==> src/rtl/stp_gate_pkg.sv <==
package stp_gate_pkg;
  localparam int unsigned NUM_PORTS     = 5;
  localparam int unsigned NUM_STP_PORTS = NUM_PORTS - 1;
  localparam int unsigned CPU_IDX       = NUM_PORTS - 1;
  localparam int unsigned SRC_W         = $clog2(NUM_PORTS);
  localparam int unsigned ADDR_W        = 8;
  localparam int unsigned DATA_W        = 8;
  localparam int unsigned REG_BASE      = 18;
  localparam int unsigned REG_STRIDE    = 16;
  localparam int unsigned TX_BIT        = 2;
  localparam int unsigned RX_BIT        = 1;
  localparam int unsigned LD_BIT        = 0;

  typedef logic [NUM_PORTS-1:0]     port_mask_t;
  typedef logic [NUM_STP_PORTS-1:0] stp_vec_t;
endpackage

==> src/rtl/stp_port_regs.sv <==
module stp_port_regs
  import stp_gate_pkg::*;
(
  input  logic              clk_i,
  input  logic              rst_ni,
  input  logic              reg_we_i,
  input  logic [ADDR_W-1:0] reg_addr_i,
  input  logic [DATA_W-1:0] reg_wdata_i,
  output stp_vec_t          tx_en_o,
  output stp_vec_t          rx_en_o,
  output stp_vec_t          learn_dis_o
);
  stp_vec_t sel;

  for (genvar p = 0; p < NUM_STP_PORTS; p++) begin : g_port
    localparam logic [ADDR_W-1:0] PortAddr = ADDR_W'(REG_BASE + REG_STRIDE * p);
    assign sel[p] = reg_we_i && (reg_addr_i == PortAddr);

    always_ff @(posedge clk_i or negedge rst_ni) begin
      if (!rst_ni) begin
        tx_en_o[p]     <= 1'b0;
        rx_en_o[p]     <= 1'b0;
        learn_dis_o[p] <= 1'b1;
      end else if (sel[p]) begin
        tx_en_o[p]     <= reg_wdata_i[TX_BIT];
        rx_en_o[p]     <= reg_wdata_i[RX_BIT];
        learn_dis_o[p] <= reg_wdata_i[LD_BIT];
      end
    end
  end

  logic wdata_unused;
  assign wdata_unused = ^reg_wdata_i[DATA_W-1:TX_BIT+1];

  // Writes outside the four decoded addresses leave every setting untouched.
  assert_decode_only_R2: assert property (@(posedge clk_i) disable iff (!rst_ni)
    !(reg_we_i && (reg_addr_i == 8'd18 || reg_addr_i == 8'd34 ||
                   reg_addr_i == 8'd50 || reg_addr_i == 8'd66))
    |=> $stable({tx_en_o, rx_en_o, learn_dis_o}));
endmodule

==> src/rtl/stp_decide.sv <==
module stp_decide
  import stp_gate_pkg::*;
(
  input  logic [SRC_W-1:0] src_i,
  input  port_mask_t       dst_mask_i,
  input  logic             static_hit_i,
  input  logic             static_override_i,
  input  logic             cpu_tag_i,
  input  stp_vec_t         tx_en_i,
  input  stp_vec_t         rx_en_i,
  input  stp_vec_t         learn_dis_i,
  output port_mask_t       mask_o,
  output logic             learn_o
);
  logic       src_ok, src_cpu, port_rx, port_ld;
  port_mask_t self_mask, tx_ok, cpu_bit;

  assign src_ok  = src_i < SRC_W'(NUM_PORTS);
  assign src_cpu = src_i == SRC_W'(CPU_IDX);
  assign tx_ok   = {1'b1, tx_en_i};
  assign cpu_bit = port_mask_t'(1) << CPU_IDX;

  always_comb begin
    self_mask = '0;
    for (int p = 0; p < NUM_PORTS; p++)
      if (src_i == SRC_W'(p)) self_mask[p] = 1'b1;
  end

  always_comb begin
    port_rx = src_cpu;
    port_ld = !src_cpu;
    for (int p = 0; p < NUM_STP_PORTS; p++)
      if (src_i == SRC_W'(p)) begin
        port_rx = rx_en_i[p];
        port_ld = learn_dis_i[p];
      end
  end

  always_comb begin
    if (!src_ok)
      mask_o = '0;
    else if (!port_rx)
      mask_o = (static_hit_i && static_override_i) ? cpu_bit : '0;
    else if (src_cpu && cpu_tag_i)
      mask_o = dst_mask_i & ~self_mask;
    else
      mask_o = dst_mask_i & tx_ok & ~self_mask;
  end

  assign learn_o = src_ok && !port_ld;
endmodule

==> src/rtl/stp_fwd_gate.sv <==
module stp_fwd_gate
  import stp_gate_pkg::*;
(
  input  logic             clk_i,
  input  logic             rst_ni,
  input  logic             reg_we_i,
  input  logic [7:0]       reg_addr_i,
  input  logic [7:0]       reg_wdata_i,
  input  logic             pkt_valid_i,
  input  logic [2:0]       pkt_src_i,
  input  logic [4:0]       pkt_dst_mask_i,
  input  logic             static_hit_i,
  input  logic             static_override_i,
  input  logic             cpu_tag_i,
  output logic             out_valid_o,
  output logic [4:0]       egress_mask_o,
  output logic             drop_o,
  output logic             learn_o
);
  stp_vec_t   tx_en, rx_en, learn_dis;
  port_mask_t dec_mask;
  logic       dec_learn;

  stp_port_regs i_regs (
    .clk_i       (clk_i),
    .rst_ni      (rst_ni),
    .reg_we_i    (reg_we_i),
    .reg_addr_i  (reg_addr_i),
    .reg_wdata_i (reg_wdata_i),
    .tx_en_o     (tx_en),
    .rx_en_o     (rx_en),
    .learn_dis_o (learn_dis)
  );

  stp_decide i_decide (
    .src_i             (pkt_src_i),
    .dst_mask_i        (pkt_dst_mask_i),
    .static_hit_i      (static_hit_i),
    .static_override_i (static_override_i),
    .cpu_tag_i         (cpu_tag_i),
    .tx_en_i           (tx_en),
    .rx_en_i           (rx_en),
    .learn_dis_i       (learn_dis),
    .mask_o            (dec_mask),
    .learn_o           (dec_learn)
  );

  always_ff @(posedge clk_i or negedge rst_ni) begin
    if (!rst_ni) begin
      out_valid_o   <= 1'b0;
      egress_mask_o <= '0;
      drop_o        <= 1'b0;
      learn_o       <= 1'b0;
    end else begin
      out_valid_o   <= pkt_valid_i;
      egress_mask_o <= pkt_valid_i ? dec_mask : '0;
      drop_o        <= pkt_valid_i && (dec_mask == '0);
      learn_o       <= pkt_valid_i && dec_learn;
    end
  end

  assert_one_cycle_R3: assert property (@(posedge clk_i) disable iff (!rst_ni)
    pkt_valid_i |=> out_valid_o);

  assert_idle_quiet_R3: assert property (@(posedge clk_i) disable iff (!rst_ni)
    !pkt_valid_i |=> !out_valid_o && egress_mask_o == '0 && !learn_o && !drop_o);

  assert_no_hairpin_R6: assert property (@(posedge clk_i) disable iff (!rst_ni)
    (pkt_valid_i && pkt_src_i < 3'd5) |=> !egress_mask_o[$past(pkt_src_i)]);

  assert_rx_block_R7: assert property (@(posedge clk_i) disable iff (!rst_ni)
    (pkt_valid_i && pkt_src_i < 3'd4 && !rx_en[pkt_src_i[1:0]])
    |=> egress_mask_o[3:0] == 4'b0000);

  assert_learn_gate_R8: assert property (@(posedge clk_i) disable iff (!rst_ni)
    (pkt_valid_i && pkt_src_i < 3'd4 && learn_dis[pkt_src_i[1:0]]) |=> !learn_o);

  assert_tag_bypass_R9: assert property (@(posedge clk_i) disable iff (!rst_ni)
    (pkt_valid_i && pkt_src_i == 3'd4 && cpu_tag_i)
    |=> egress_mask_o == ($past(pkt_dst_mask_i) & 5'b01111));
endmodule

==> config.mk <==
export PLATFORM = sky130hd
export DESIGN_NAME = stp_fwd_gate
export DESIGN_NICKNAME = d
export VERILOG_FILES = /design/src/rtl/stp_gate_pkg.sv /design/src/rtl/stp_port_regs.sv /design/src/rtl/stp_decide.sv /design/src/rtl/stp_fwd_gate.sv
export SDC_FILE = /design/constraint.sdc
export NUM_CORES = 1
export LEC_CHECK = 0
export ABC_CLOCK_PERIOD_IN_PS = 1400
export BUFFER_PORTS_ARGS = -buffer_cell sky130_fd_sc_hd__buf_2
export CORE_MARGIN = 1
export CORE_UTILIZATION = 35
export CTS_CLUSTER_SIZE = 16
export DETAILED_ROUTE_END_ITERATION = 12
export PLACE_DENSITY_LB_ADDON = 0.2
export SLEW_MARGIN = 40
export SYNTH_ARGS = -nofsm -noshare
export SYNTH_HDL_FRONTEND = slang
export SYNTH_HIERARCHICAL = 1
export SYNTH_SLANG_ARGS = --single-unit
export TNS_END_PERCENT = 10
==> constraint.sdc <==
create_clock -name clk_i -period 1.4 [get_ports clk_i]
set_input_delay 0.28 -clock clk_i [delete_from_list [all_inputs] [get_ports clk_i]]
set_output_delay 0.28 -clock clk_i [all_outputs]
set_load 0.1 [all_outputs]
# ---- After elaboration in Yosys (flattened, before gate mapping)
# Index checks and enable logic that the tools add are counted.
# Widths: inputs -> output; s select.
dict set report word_totals {
  inputBits 31
  regBits 20
  word_cells 60
  output_inout_bits 8
}
dict set report op_classes {
  n_eq_ne 8
  reduce_logical 13
  muxes 18
  order_cmp 1
  n_bitwise 4
}
# op count
set ops {}
lappend ops {{$mux 5} 5}
lappend ops {{$eq 8x6->1 const B} 2}
lappend ops {{$and 5x5->5} 3}
lappend ops {{$mux 1} 13}
lappend ops {{$logic_and 1x1->1} 9}
lappend ops {{$eq 8x5->1 const B} 1}
lappend ops {{$eq 8x7->1 const B} 1}
lappend ops {{$eq 3x2->1 const B} 2}
lappend ops {{$logic_not 5->1} 1}
lappend ops {{$not 5->5} 1}
lappend ops {{$eq 3x1->1 const B} 1}
lappend ops {{$eq 3x3->1 const B} 1}
lappend ops {{$logic_not 3->1} 1}
lappend ops {{$lt 3x3->1 const B} 1}
lappend ops {{$logic_not 1->1} 2}

# ---- Logic depth before layout (Yosys ltp)
# Gate-level depths: netlist of run 1.
dict set report logic_depth {
  depth_word 9
  mapped_depth 7
  mapped_depth_nobuf 6
}

# ---- By module
# The synthesis of run 1 kept the hierarchy.
# mod n_inst area_per_inst_um2 cells_each seq_area_each_um2
set modules_own_cells {}
lappend modules_own_cells {stp_port_regs 1 584.3 34 305.3}
lappend modules_own_cells {stp_fwd_gate 1 265.3 16 200.2}
lappend modules_own_cells {stp_decide 1 231.5 40 0.0}

# ---- Worst setup path before layout of run 1
# OpenSTA, ideal clock, no wires.
dict set report synth_path {
  path_kind {input to register}
  startpoint {in pkt_src_i[1]}
  endpoint {reg drop_o}
  n_path_buf 1
  required_ps 1320
  slack_ps -286
  cell_stages 7
  setup_time_ps 80
  arrival_ps 1606
  cell_sequence {buf_4 or2_1 nand3b_1 o21ai_1 and3_1 or4b_1 nor3_2}
}
dict set report synth_between {
  elab_chain_cells 9
  elab_cells_between_ends 24
  cone_classes {order compare (1); eq/ne (4); mux (12); bitwise (3); reduce/logical (4)}
}
# item line_no
set synth_rtl {}
lappend synth_rtl {{from (decl)} stp_fwd_gate.sv:10} ;# input logic [2:0] pkt_src_i,
lappend synth_rtl {{$eq 3x3->1 / $logic_not 3->1 (equally long branches)} {stp_decide.sv:19, stp_decide.sv:26, stp_decide.sv:33}}
lappend synth_rtl {{$mux 1, on equally long branches} {stp_decide.sv:33, stp_decide.sv:26}}
lappend synth_rtl {{$mux 1 / $not 5->5 (equally long branches)} {stp_decide.sv:33, stp_decide.sv:45, stp_decide.sv:47}}
lappend synth_rtl {{$mux 1, or another cell as far along} stp_decide.sv:33} ;# if (src_i == SRC_W'(p)) begin
lappend synth_rtl {{$mux 1 / $mux 5 (equally long branches)} {stp_decide.sv:33, stp_decide.sv:44}}
lappend synth_rtl {{$mux 5} stp_decide.sv:42} ;# else if (!port_rx)
lappend synth_rtl {{$mux 5 *} stp_decide.sv:40} ;# if (!src_ok)
lappend synth_rtl {{via dec_mask[0]} stp_fwd_gate.sv:21} ;# port_mask_t dec_mask;
lappend synth_rtl {{$logic_not 5->1 *} stp_fwd_gate.sv:57} ;# drop_o <= pkt_valid_i && (dec_mask == '0);
lappend synth_rtl {{$logic_and 1x1->1 *} stp_fwd_gate.sv:57}
lappend synth_rtl {{to (signal assigned)} stp_fwd_gate.sv:57}
lappend synth_rtl {{to (decl)} stp_fwd_gate.sv:17} ;# output logic drop_o,
# The timed path passes the listed nets; every way through them passes the cells marked *.
# A chain may end at the register's enable or synchronous reset.

# ---- Worst setup path after layout of run 1
dict set report layout_path {
  startpoint {reg i_regs.rx_en_o[2]}
  endpoint {reg drop_o}
}
dict set report layout_between {
  elab_chain_cells 6
}
# item line_no
set layout_rtl {}
lappend layout_rtl {{from (decl)} stp_port_regs.sv:10} ;# output stp_vec_t rx_en_o,
lappend layout_rtl {{from (signal, indexed assignment)} stp_port_regs.sv:26} ;# rx_en_o[p] <= reg_wdata_i[RX_BIT];
lappend layout_rtl {{$mux 1 (2 in series)} stp_decide.sv:33}
lappend layout_rtl {{$mux 5} stp_decide.sv:42}
lappend layout_rtl {{$mux 5} stp_decide.sv:40}
lappend layout_rtl {{via dec_mask[1]} stp_fwd_gate.sv:21}
lappend layout_rtl {{$logic_not 5->1} stp_fwd_gate.sv:57}
lappend layout_rtl {{$logic_and 1x1->1} stp_fwd_gate.sv:57}
# The timed path passes the listed nets, and every way through them passes these cells.

==> results of run 1 <==
==> metrics by stage <==
| step | cell area (um^2) | setup WS [ns] | setup TNS (ns) | power [mW] | cells |
|---|---|---|---|---|---|
| floorplan | 1090 | -0.232 | -0.232 | 0.758 | 90 |
| global placement | 1360 | -0.321 | -2.44 | 0.855 | 163 |
| detailed placement | 1360 | -0.376 | -2.73 | 0.858 | 163 |
| CTS | 1420 | -0.289 | -0.289 | 1.20 | 168 |
| global route | 1430 | -0.344 | -0.414 | 1.24 | 168 |
| finish | 1430 | -0.253 | -0.253 | 1.18 | 168 |
==> worst max-delay path, stage by stage, from the launching register on <==
cell and delay (ns):
sky130_fd_sc_hd__dfrtp_1 0.40, sky130_fd_sc_hd__nand3b_1 0.09, sky130_fd_sc_hd__o21a_1 0.17, sky130_fd_sc_hd__o211ai_2 0.13
sky130_fd_sc_hd__and3_4 0.18, sky130_fd_sc_hd__or4b_4 0.53, sky130_fd_sc_hd__nor3_2 0.10
==> cells by family after synthesis <==
kind of cell	after synthesis	share of synthesized area
AO/OA/AOI/OAI	15	0.0833
buffers and inverters	3	0.0150
flip-flops	20	0.468
multiplexers	13	0.134
AND/OR/NAND/NOR	39	0.300
==> registers in the layout, indices dropped and copies added, names as in the netlist <==
register            flops
i_regs/rx_en_o          4
i_regs/tx_en_o          4
out_valid_o             1
egress_mask_o           5
learn_o                 1
drop_o                  1
i_regs/learn_dis_o      4
==> worst paths after layout <==
check,startpoint,to,cells past startpoint
setup / recovery,i_regs/rx_en_o[2],drop_o,6
hold / removal,pkt_valid_i,out_valid_o,1
setup reg to reg,i_regs/rx_en_o[2],drop_o,6
hold reg to reg,i_regs/rx_en_o[1],i_regs/rx_en_o[1],1
max in group asynchronous,rst_ni,i_regs/learn_dis_o[2],2
min in group asynchronous,rst_ni,egress_mask_o[2],2
==> metal layers <==
layer	vias to the layer above	routed length, um	part of all wire	track usage
li1	419	-	-	-
met1	393	916	0.42	0.175
met2	18	1150	0.53	0.261
met3	2	97	0.044	0.0295
met4	0	17	0.0078	0.0732
met5	-	0	0	0
==> layout make-up <==
class | count | share of cell area
clock buffer | 4 | 0.0253
inverter | 1 | 0.00262
multi-input combinational | 67 | 0.413
sequential | 20 | 0.353
tap | 31 | 0.0271
timing repair buffer | 45 | 0.180
==> report_power, final <==
| group | switching, mW | internal (mW) |
|---|---|---|
| clock | 0.165 | 0.158 |
| combinational | 0.142 | 0.0956 |
| sequential | 0.0113 | 0.605 |
| total | 0.318 | 0.859 |
==> cells in the final DEF (no fill, tap or decap), types with 4 or more instances in the layout <==
cell type                 instances
sky130_fd_sc_hd__and2_2           4
sky130_fd_sc_hd__and3_4           4
sky130_fd_sc_hd__buf_2           33
sky130_fd_sc_hd__buf_4           11
sky130_fd_sc_hd__dfrtp_1         16
sky130_fd_sc_hd__dfstp_2          4
sky130_fd_sc_hd__mux2_2          12
sky130_fd_sc_hd__nand2_1          8
sky130_fd_sc_hd__nor4_4           4
sky130_fd_sc_hd__o21ai_0          6
==> timing repair <==
action | in CTS | in global routing
cloned | 0 | 0
hold buffers | 1 | 0
endpoints found under the setup margin | 2 | 3
resized for setup | 3 | 6
hold endpoints to repair | 16 | 0
buffers inserted | 0 | 0
pin swaps | 5 | 4
==> metrics.cfg, run 1 <==
[timing]
final.setup.worst_slack_ns=-0.253
holdWs_ns=0.172
rsz0062_at_grt=yes
post-route-period-util=1.18
final_hold_viol_count=0
final-setup-viol-count=1
final.setup_skew_ns=0.00623
achievable-frequency_mhz=605
maxSlewViolCount=0
max_slew_margin=0.678
worstMarginPinSlew_ns=0.487
final.min_clock_period_ns=1.65

[cells_and_area]
share_of_post_route_cells_with_drive_strength_above_1=0.628
fin_util=0.507
sequential_cell_area_um2=505
n_fill_cell=256
multi_input_area_um2=592
antennaDiodeCount=0
count_of_nets_after_finishing=169
area_delta_synth_final_pct=32.6

[synth]
syn_area_um2=1080
yosysWarnings=6
post_synth_most_frequent_cells=sky130_fd_sc_hd__dfrtp_1, sky130_fd_sc_hd__mux2_2, sky130_fd_sc_hd__nand2_1
postSynthAreaPerCell_um2=12.0
ys_seq_area_frac=0.468
most_used_standard_cell_by_instance_count_after_synthesis=sky130_fd_sc_hd__dfrtp_1
synth-main-ff-cell=sky130_fd_sc_hd__dfrtp_1
postSynth.asyncResetShare=1.00
synthesis.nets=121
netlist_instances=90
top_post_synthesis_cells_by_area=sky130_fd_sc_hd__dfrtp_1, sky130_fd_sc_hd__mux2_2, sky130_fd_sc_hd__dfstp_2
synthDistinctLibCells=28
synth-seq-cells=20
netlist.top_cell.by_area=sky130_fd_sc_hd__dfrtp_1
synth_edf_count=0
synth_top_area_share=0.370

[floorplan]
io-pin-count=39
rows=19
die_w_um=57.6
die_height_um=57.6
placeableCoreArea_um2=2830
die_area_um2=3310
initial_utilization=0.382

[clock_network]
cts.path.max_buffers=2
root_buffer=sky130_fd_sc_hd__clkbuf_4
worstSkewPairLatency_ns=0.29
clock_sinks=20
cts_tree=done
cts_buffers=3
clkTransAtPathRegs_ns=0.11
h-tree-depth=1

[worst_hold_path]
hold_path_class=in2reg

[detailed_routing]
first_iter_violations=13
postRouteAntennaNets=0
vias=832
wirelength_mm=2.18
vias_per_cell=4.95
drt_pass1_iterations=7
post_drt_wl_per_cell_um=13.0
drc=3

[job]
cap_violations=0

[setup_path]
crit_path_max_fanout=4
timing.reg2reg.setup_slack_ns=-0.25
endpoint_type_of_the_worst_setup_path=flip-flop
setup_cp_type=reg2reg
worst-endpoint-arrival_ns=1.88
worst_setup_path_start_kind=flip-flop
cp_data_required_time_ns=1.63

[global_route]
grt_start_max_net_pins=21
first_pass_grt_wire_length_mm=3.74
antenna_violations_before_repair=0
grt_overflow_total=0
grt_use_total=0.150
vias_in_the_first_global_route=850

[place]
place_congestion=0.798
dp_hpwl_mm=1.81
io_buffers=33

[outcome]
failed_checks=design-rule violations, negative setup slack
run_status=finished, violations left

[power]
power_density_nw_per_um2=821
vdd.ir_drop.worst_v=0.000289
power_leakage_nw=0.698

Note: power is estimated with default switching activity, not from simulation.
==> run 2: changes to the inputs <==
--- a/config.mk
+++ b/config.mk
@@ -6,11 +6,11 @@
 export NUM_CORES = 1
 export LEC_CHECK = 0
 export ABC_CLOCK_PERIOD_IN_PS = 1400
-export BUFFER_PORTS_ARGS = -buffer_cell sky130_fd_sc_hd__buf_2
 export CORE_MARGIN = 1
 export CORE_UTILIZATION = 35
 export CTS_CLUSTER_SIZE = 16
 export DETAILED_ROUTE_END_ITERATION = 12
+export DONT_BUFFER_PORTS = 1
 export PLACE_DENSITY_LB_ADDON = 0.2
 export SLEW_MARGIN = 40
 export SYNTH_ARGS = -nofsm -noshare
==> run 2 against run 1 <==
Against the previous run: wire length decreased by 7.6%; combinational power is 27% lower; hold slack worse by 0.074 ns; setup slack better by 0.046 ns; critical path type unchanged; largest cell class unchanged; count of clock-buffer cells in the layout down 1; maximum frequency grew 2.9%; highest routed layer unchanged; the flow still finishes with violations (design-rule violations, negative setup slack); clock power up 48%; register-to-register slack improved by 0.05 ns; non-clock buffer count shrank 29; critical path depth did not move; core utilization is 4.6 points lower; global-route usage down 0.70 points.
==> metrics.cfg, run 2 (synthesis results as in run 1) <==
[outcome]
run_status=finished, violations left
failed_checks=design-rule violations, negative setup slack

[setup_path]
crit_start=i_regs/rx_en_o[2]
worst_setup_path_start_kind=flip-flop
endpoint_type_of_the_worst_setup_path=flip-flop
crit_path_max_fanout=4
cp_data_required_time_ns=1.65
timing.reg2reg.setup_slack_ns=-0.21
regToRegStartpoint=i_regs/rx_en_o[2]
setup_cp_type=reg2reg
worst-endpoint-arrival_ns=1.85

[detailed_routing]
vias=742
drt_pass1_iterations=10
first_iter_violations=16
vias_per_cell=5.34
postRouteAntennaNets=0
drc=2
post_drt_wl_per_cell_um=14.5
wirelength_mm=2.02

[job]
cap_violations=0

[global_route]
groute.layer.met3.usage=0.0340
globalRouteMet1Util=0.163
grt_start_max_net_pins=21
vias_in_the_first_global_route=796
gr_busiest_metal=met2
grt_use_total=0.143
grt_overflow_total=0
antenna_violations_before_repair=0
grt.met2_usage=0.248
first_pass_grt_wire_length_mm=3.51

[cells_and_area]
share_of_post_route_cells_with_drive_strength_above_1=0.500
count_of_nets_after_finishing=140
layout.cells.most_common=sky130_fd_sc_hd__dfrtp_1
layout.cells.most_common_list=sky130_fd_sc_hd__dfrtp_1, sky130_fd_sc_hd__buf_4, sky130_fd_sc_hd__mux2_2, sky130_fd_sc_hd__nand2_1, sky130_fd_sc_hd__o21ai_0
top_register=egress_mask_o
area_delta_synth_final_pct=20.6
largest_register_ff_count=5
final-instance-count-excl-fill=139
fin_area_um2=1300
antennaDiodeCount=0

[place]
dp_hpwl_mm=1.62
dp_worst_setup_slack_ns=-0.291
place_area_um2=1210
place_congestion=0.772
io_buffers=0
placedCellCount=132

[timing]
final-setup-viol-count=1
rsz0062_at_grt=yes
worstMarginPinSlew_ns=0.437
max_slew_margin=0.709
final_hold_viol_count=0
final.setup.worst_slack_ns=-0.206
post-route-period-util=1.15
maxSlewViolCount=0
achievable-frequency_mhz=623
final.setup_skew_ns=0.0144
final.min_clock_period_ns=1.61

[worst_hold_path]
hold_start=pkt_valid_i
hold_path_class=in2reg

[power]
switching_power_mw=0.304
internal_power_mw=0.963
vdd.ir_drop.worst_v=0.000449
clock_power_share=0.377
power_leakage_nw=0.592
p_comb_frac=0.136
power_density_nw_per_um2=971
seq_power_share=0.487
power.switching_fraction=0.240
power_mw=1.27

[floorplan]
die_height_um=57.6
io-pin-count=39
die_w_um=57.6
initial_utilization=0.382
rows=19
placeableCoreArea_um2=2830
die_area_um2=3310

[clock_network]
cts_tree=done
cts.path.max_buffers=2
worstSkewPairLatency_ns=0.31
h-tree-depth=1
root_buffer=sky130_fd_sc_hd__clkbuf_4
cts_buffers=3
clkTransAtPathRegs_ns=0.13
clock_sinks=20

[run 2: changes by cell type in the layout (fill, tap and decap cells not counted), sizes merged]
cell / before / now
dlygate4sd3: 1 / 2
bufinv: 0 / 1
buf: 44 / 14
clkbuf: 4 / 3
[run 2: final timing paths]
path,end,cells after the start
max,drop_o,6
min,egress_mask_o[2],1
max reg2reg,drop_o,6
min reg2reg,i_regs/tx_en_o[3],1
max in group asynchronous,i_regs/learn_dis_o[1],2
min in group asynchronous,egress_mask_o[2],2
[run 2: timing repair]
item | in CTS | in global routing
buffers inserted | 0 | 0
resized for setup | 1 | 5
pin swaps | 5 | 2
endpoints found under the hold margin | 21 | 16
endpoints found under the setup margin | 1 | 3
hold buffers | 2 | 1
[run 2: per-layer routing]
| layer | wire, um | share of wire |
|---|---|---|
| met5 | 0 | 0 |
| met4 | 28 | 0.014 |
| met3 | 109 | 0.054 |
| met2 | 1030 | 0.51 |
| met1 | 854 | 0.42 |
[run 2: through the flow]
stage          utilization  hold WS (ns)  TNS [ns]
5_1_grt              0.461        0.0766    -0.272
6_report             0.461        0.0980    -0.206
2_1_floorplan            -       -0.0156    -0.232
4_1_cts              0.454        0.0951    -0.261
3_5_place_dp         0.427       -0.0151     -1.14
3_3_place_gp         0.427       -0.0151     -1.04
[run 2: critical path, cell delays in order (launching register included)]
cell and delay [ns]:
sky130_fd_sc_hd__dfrtp_1 0.40, sky130_fd_sc_hd__nand3b_1 0.08, sky130_fd_sc_hd__o21a_1 0.16, sky130_fd_sc_hd__o211ai_2 0.11, sky130_fd_sc_hd__and3_1 0.17, sky130_fd_sc_hd__or4b_4 0.53, sky130_fd_sc_hd__nor3_2 0.10
[run 2: final cells by class]
| type | instances | area (um^2) |
|---|---|---|
| clock buffer | 3 | 22.5 |
| multi-input combinational | 67 | 581 |
| timing repair buffer | 16 | 123 |
| fill | 264 | 1530 |
| tap | 31 | 38.8 |
| sequential | 20 | 505 |
| inverter | 1 | 3.75 |
| clock inverter | 1 | 30.0 |
[run 2: power groups by stage]
stage | Sequential, mW | Clock (mW) | Combinational [mW]
final | 0.617 | 0.478 | 0.172
after global routing | 0.620 | 0.509 | 0.185
after CTS | 0.616 | 0.484 | 0.171
after detailed placement | 0.627 | 0 | 0.154
after global placement | 0.627 | 0 | 0.151
after floorplan | 0.677 | 0 | 0.0809
==> run 3: changes to the inputs <==
--- a/config.mk
+++ b/config.mk
@@ -6,12 +6,15 @@
 export NUM_CORES = 1
 export LEC_CHECK = 0
 export ABC_CLOCK_PERIOD_IN_PS = 1400
+export CORE_ASPECT_RATIO = 0.7
 export CORE_MARGIN = 1
 export CORE_UTILIZATION = 35
 export CTS_CLUSTER_SIZE = 16
 export DETAILED_ROUTE_END_ITERATION = 12
 export DONT_BUFFER_PORTS = 1
 export PLACE_DENSITY_LB_ADDON = 0.2
+export RECOVER_POWER = 100
+export REMOVE_ABC_BUFFERS = 1
 export SLEW_MARGIN = 40
 export SYNTH_ARGS = -nofsm -noshare
 export SYNTH_HDL_FRONTEND = slang
==> run 3 against run 2 <==
Against the previous run: the run ends with negative setup slack left; clock power down 20%; critical path depth unchanged; core utilization down 3.7 points; wire length up 13%; hold slack worse by 0.044 ns; setup slack worse by 0.060 ns; total power down 8.9%; final area down 6.9%; sequential share of layout area up 2.9 points.
==> metrics.cfg, run 3 (synthesis results as in run 1) <==
[cells_and_area]
sequential_cell_area_um2=505
largest_register_ff_count=5
layout.cells.most_common=sky130_fd_sc_hd__dfrtp_1
share_of_post_route_cells_with_drive_strength_above_1=0.472
n_fill_cell=288
antennaDiodeCount=0
fin_area_um2=1210
count_of_nets_after_finishing=138
multi_input_area_um2=529
area_delta_synth_final_pct=12.3
fin_util=0.424
top_register=egress_mask_o
layout.cells.most_common_list=sky130_fd_sc_hd__dfrtp_1, sky130_fd_sc_hd__mux2_2, sky130_fd_sc_hd__nand2_1, sky130_fd_sc_hd__buf_2, sky130_fd_sc_hd__o21ai_0
final-instance-count-excl-fill=142

[detailed_routing]
vias=738
vias_per_cell=5.20
postRouteAntennaNets=0
wirelength_mm=2.27
first_iter_violations=21
post_drt_wl_per_cell_um=16.0
drt_pass1_iterations=4
drc=0

[job]
cap_violations=0

[clock_network]
h-tree-depth=1
clock_sinks=20
cts_buffers=3
worstSkewPairLatency_ns=0.26
root_buffer=sky130_fd_sc_hd__clkbuf_8
cts_tree=done
clkTransAtPathRegs_ns=0.07
cts.path.max_buffers=2

[place]
place_congestion=0.759
placedCellCount=136
dp_hpwl_mm=1.75
io_buffers=0
dp_worst_setup_slack_ns=-0.261
place_area_um2=1200

[global_route]
grt_overflow_total=0
grt_start_max_net_pins=21
grt_use_total=0.149
first_pass_grt_wire_length_mm=3.57
antenna_violations_before_repair=0
vias_in_the_first_global_route=727

[floorplan]
die_height_um=48.5
initial_utilization=0.378
die_w_um=68.4
io-pin-count=39
rows=16
die_area_um2=3320
placeableCoreArea_um2=2860

[worst_hold_path]
timing.hold.worst_endpoint=out_valid_o
hold_depth=0
hold_start=pkt_valid_i
hold_path_class=in2reg

[setup_path]
timing.reg2reg.setup_slack_ns=-0.27
endpoint_of_the_lowest_slack_register_to_register_path=drop_o
path_cells=nand3b_1 -> o21a_1 -> o211ai_2 -> and3_4 -> or4b_4 -> nor3_2
critPathMaxStageDelay_ns=0.54
setup_cp_type=reg2reg
crit_path_top_delay_cell=sky130_fd_sc_hd__or4b_4
crit_family=simple AND/OR/NAND/NOR gates
worstRegToRegCells=6
critical_path.n_buffers_inverters=0
cp_data_required_time_ns=1.58
regToRegStartpoint=i_regs/rx_en_o[2]
worst_setup_path_start_kind=flip-flop
endpoint_type_of_the_worst_setup_path=flip-flop
crit_path_max_fanout=4
worst-endpoint-arrival_ns=1.84

[timing]
worstMarginPinSlew_ns=0.551
max_slew_margin=0.629
maxSlewViolCount=0
post-route-period-util=1.19
final.min_clock_period_ns=1.67
final.setup_skew_ns=0.00709
final-setup-viol-count=4
achievable-frequency_mhz=600
rsz0062_at_grt=yes
final_hold_viol_count=0
final.setup.worst_slack_ns=-0.267

[power]
vdd.ir_drop.worst_v=0.000406
power_leakage_nw=0.551
power_density_nw_per_um2=951

[outcome]
failed_checks=negative setup slack
run_status=finished, violations left

==> run 3: stage by stage <==
step                      power [mW]  setup TNS, ns  hold WS, ns
after detailed placement       0.778          -1.20      -0.0150
after global placement         0.775         -0.992      -0.0149
after floorplan                0.745         -0.137      -0.0156
final                           1.15         -0.339       0.0542
after CTS                       1.18         -0.248       0.0451
after global routing            1.22         -0.623       0.0334
==> run 3: cell type report <==
class                           instances  share of cell area
Timing Repair Buffer                   14              0.0701
Tap cell                               36              0.0371
Inverter                                1             0.00309
Multi-Input combinational cell         67               0.436
Sequential cell                        20               0.416
Clock buffer                            4              0.0371
==> run 3: how the worst max path moves through the flow <==
| stage | end | depth (start not counted) | start | slack, ns |
|---|---|---|---|---|
| after floorplan | drop_o | 6 | i_regs/rx_en_o[2] | -0.14 |
| after global placement | drop_o | 6 | i_regs/rx_en_o[2] | -0.21 |
| after detailed placement | drop_o | 6 | i_regs/rx_en_o[2] | -0.26 |
| after CTS | drop_o | 6 | i_regs/rx_en_o[2] | -0.25 |
| after global routing | drop_o | 6 | i_regs/rx_en_o[2] | -0.33 |
| final | drop_o | 6 | i_regs/rx_en_o[2] | -0.27 |
==> run 3: power by group <==
part / internal, mW / switching [mW]
sequential: 0.605 / 0.0105
clock: 0.202 / 0.179
combinational: 0.0555 / 0.101
==> run 3: routing by layer <==
layer,GRT usage,wire [um],vias to the layer above
li1,-,-,353
met1,0.212,1060,365
met2,0.214,1050,18
met3,0.0637,157,2
met4,0.0208,4,0
met5,0,0,-
==> run 3: repair_timing <==
item / 4_1_cts / 5_1_grt
resized for setup: 1 / 6
hold buffers: 1 / 1
setup buffers: 0 / 0
endpoints found under the setup margin: 1 / 3
pin swaps: 2 / 3
endpoints found under the hold margin: 20 / 16
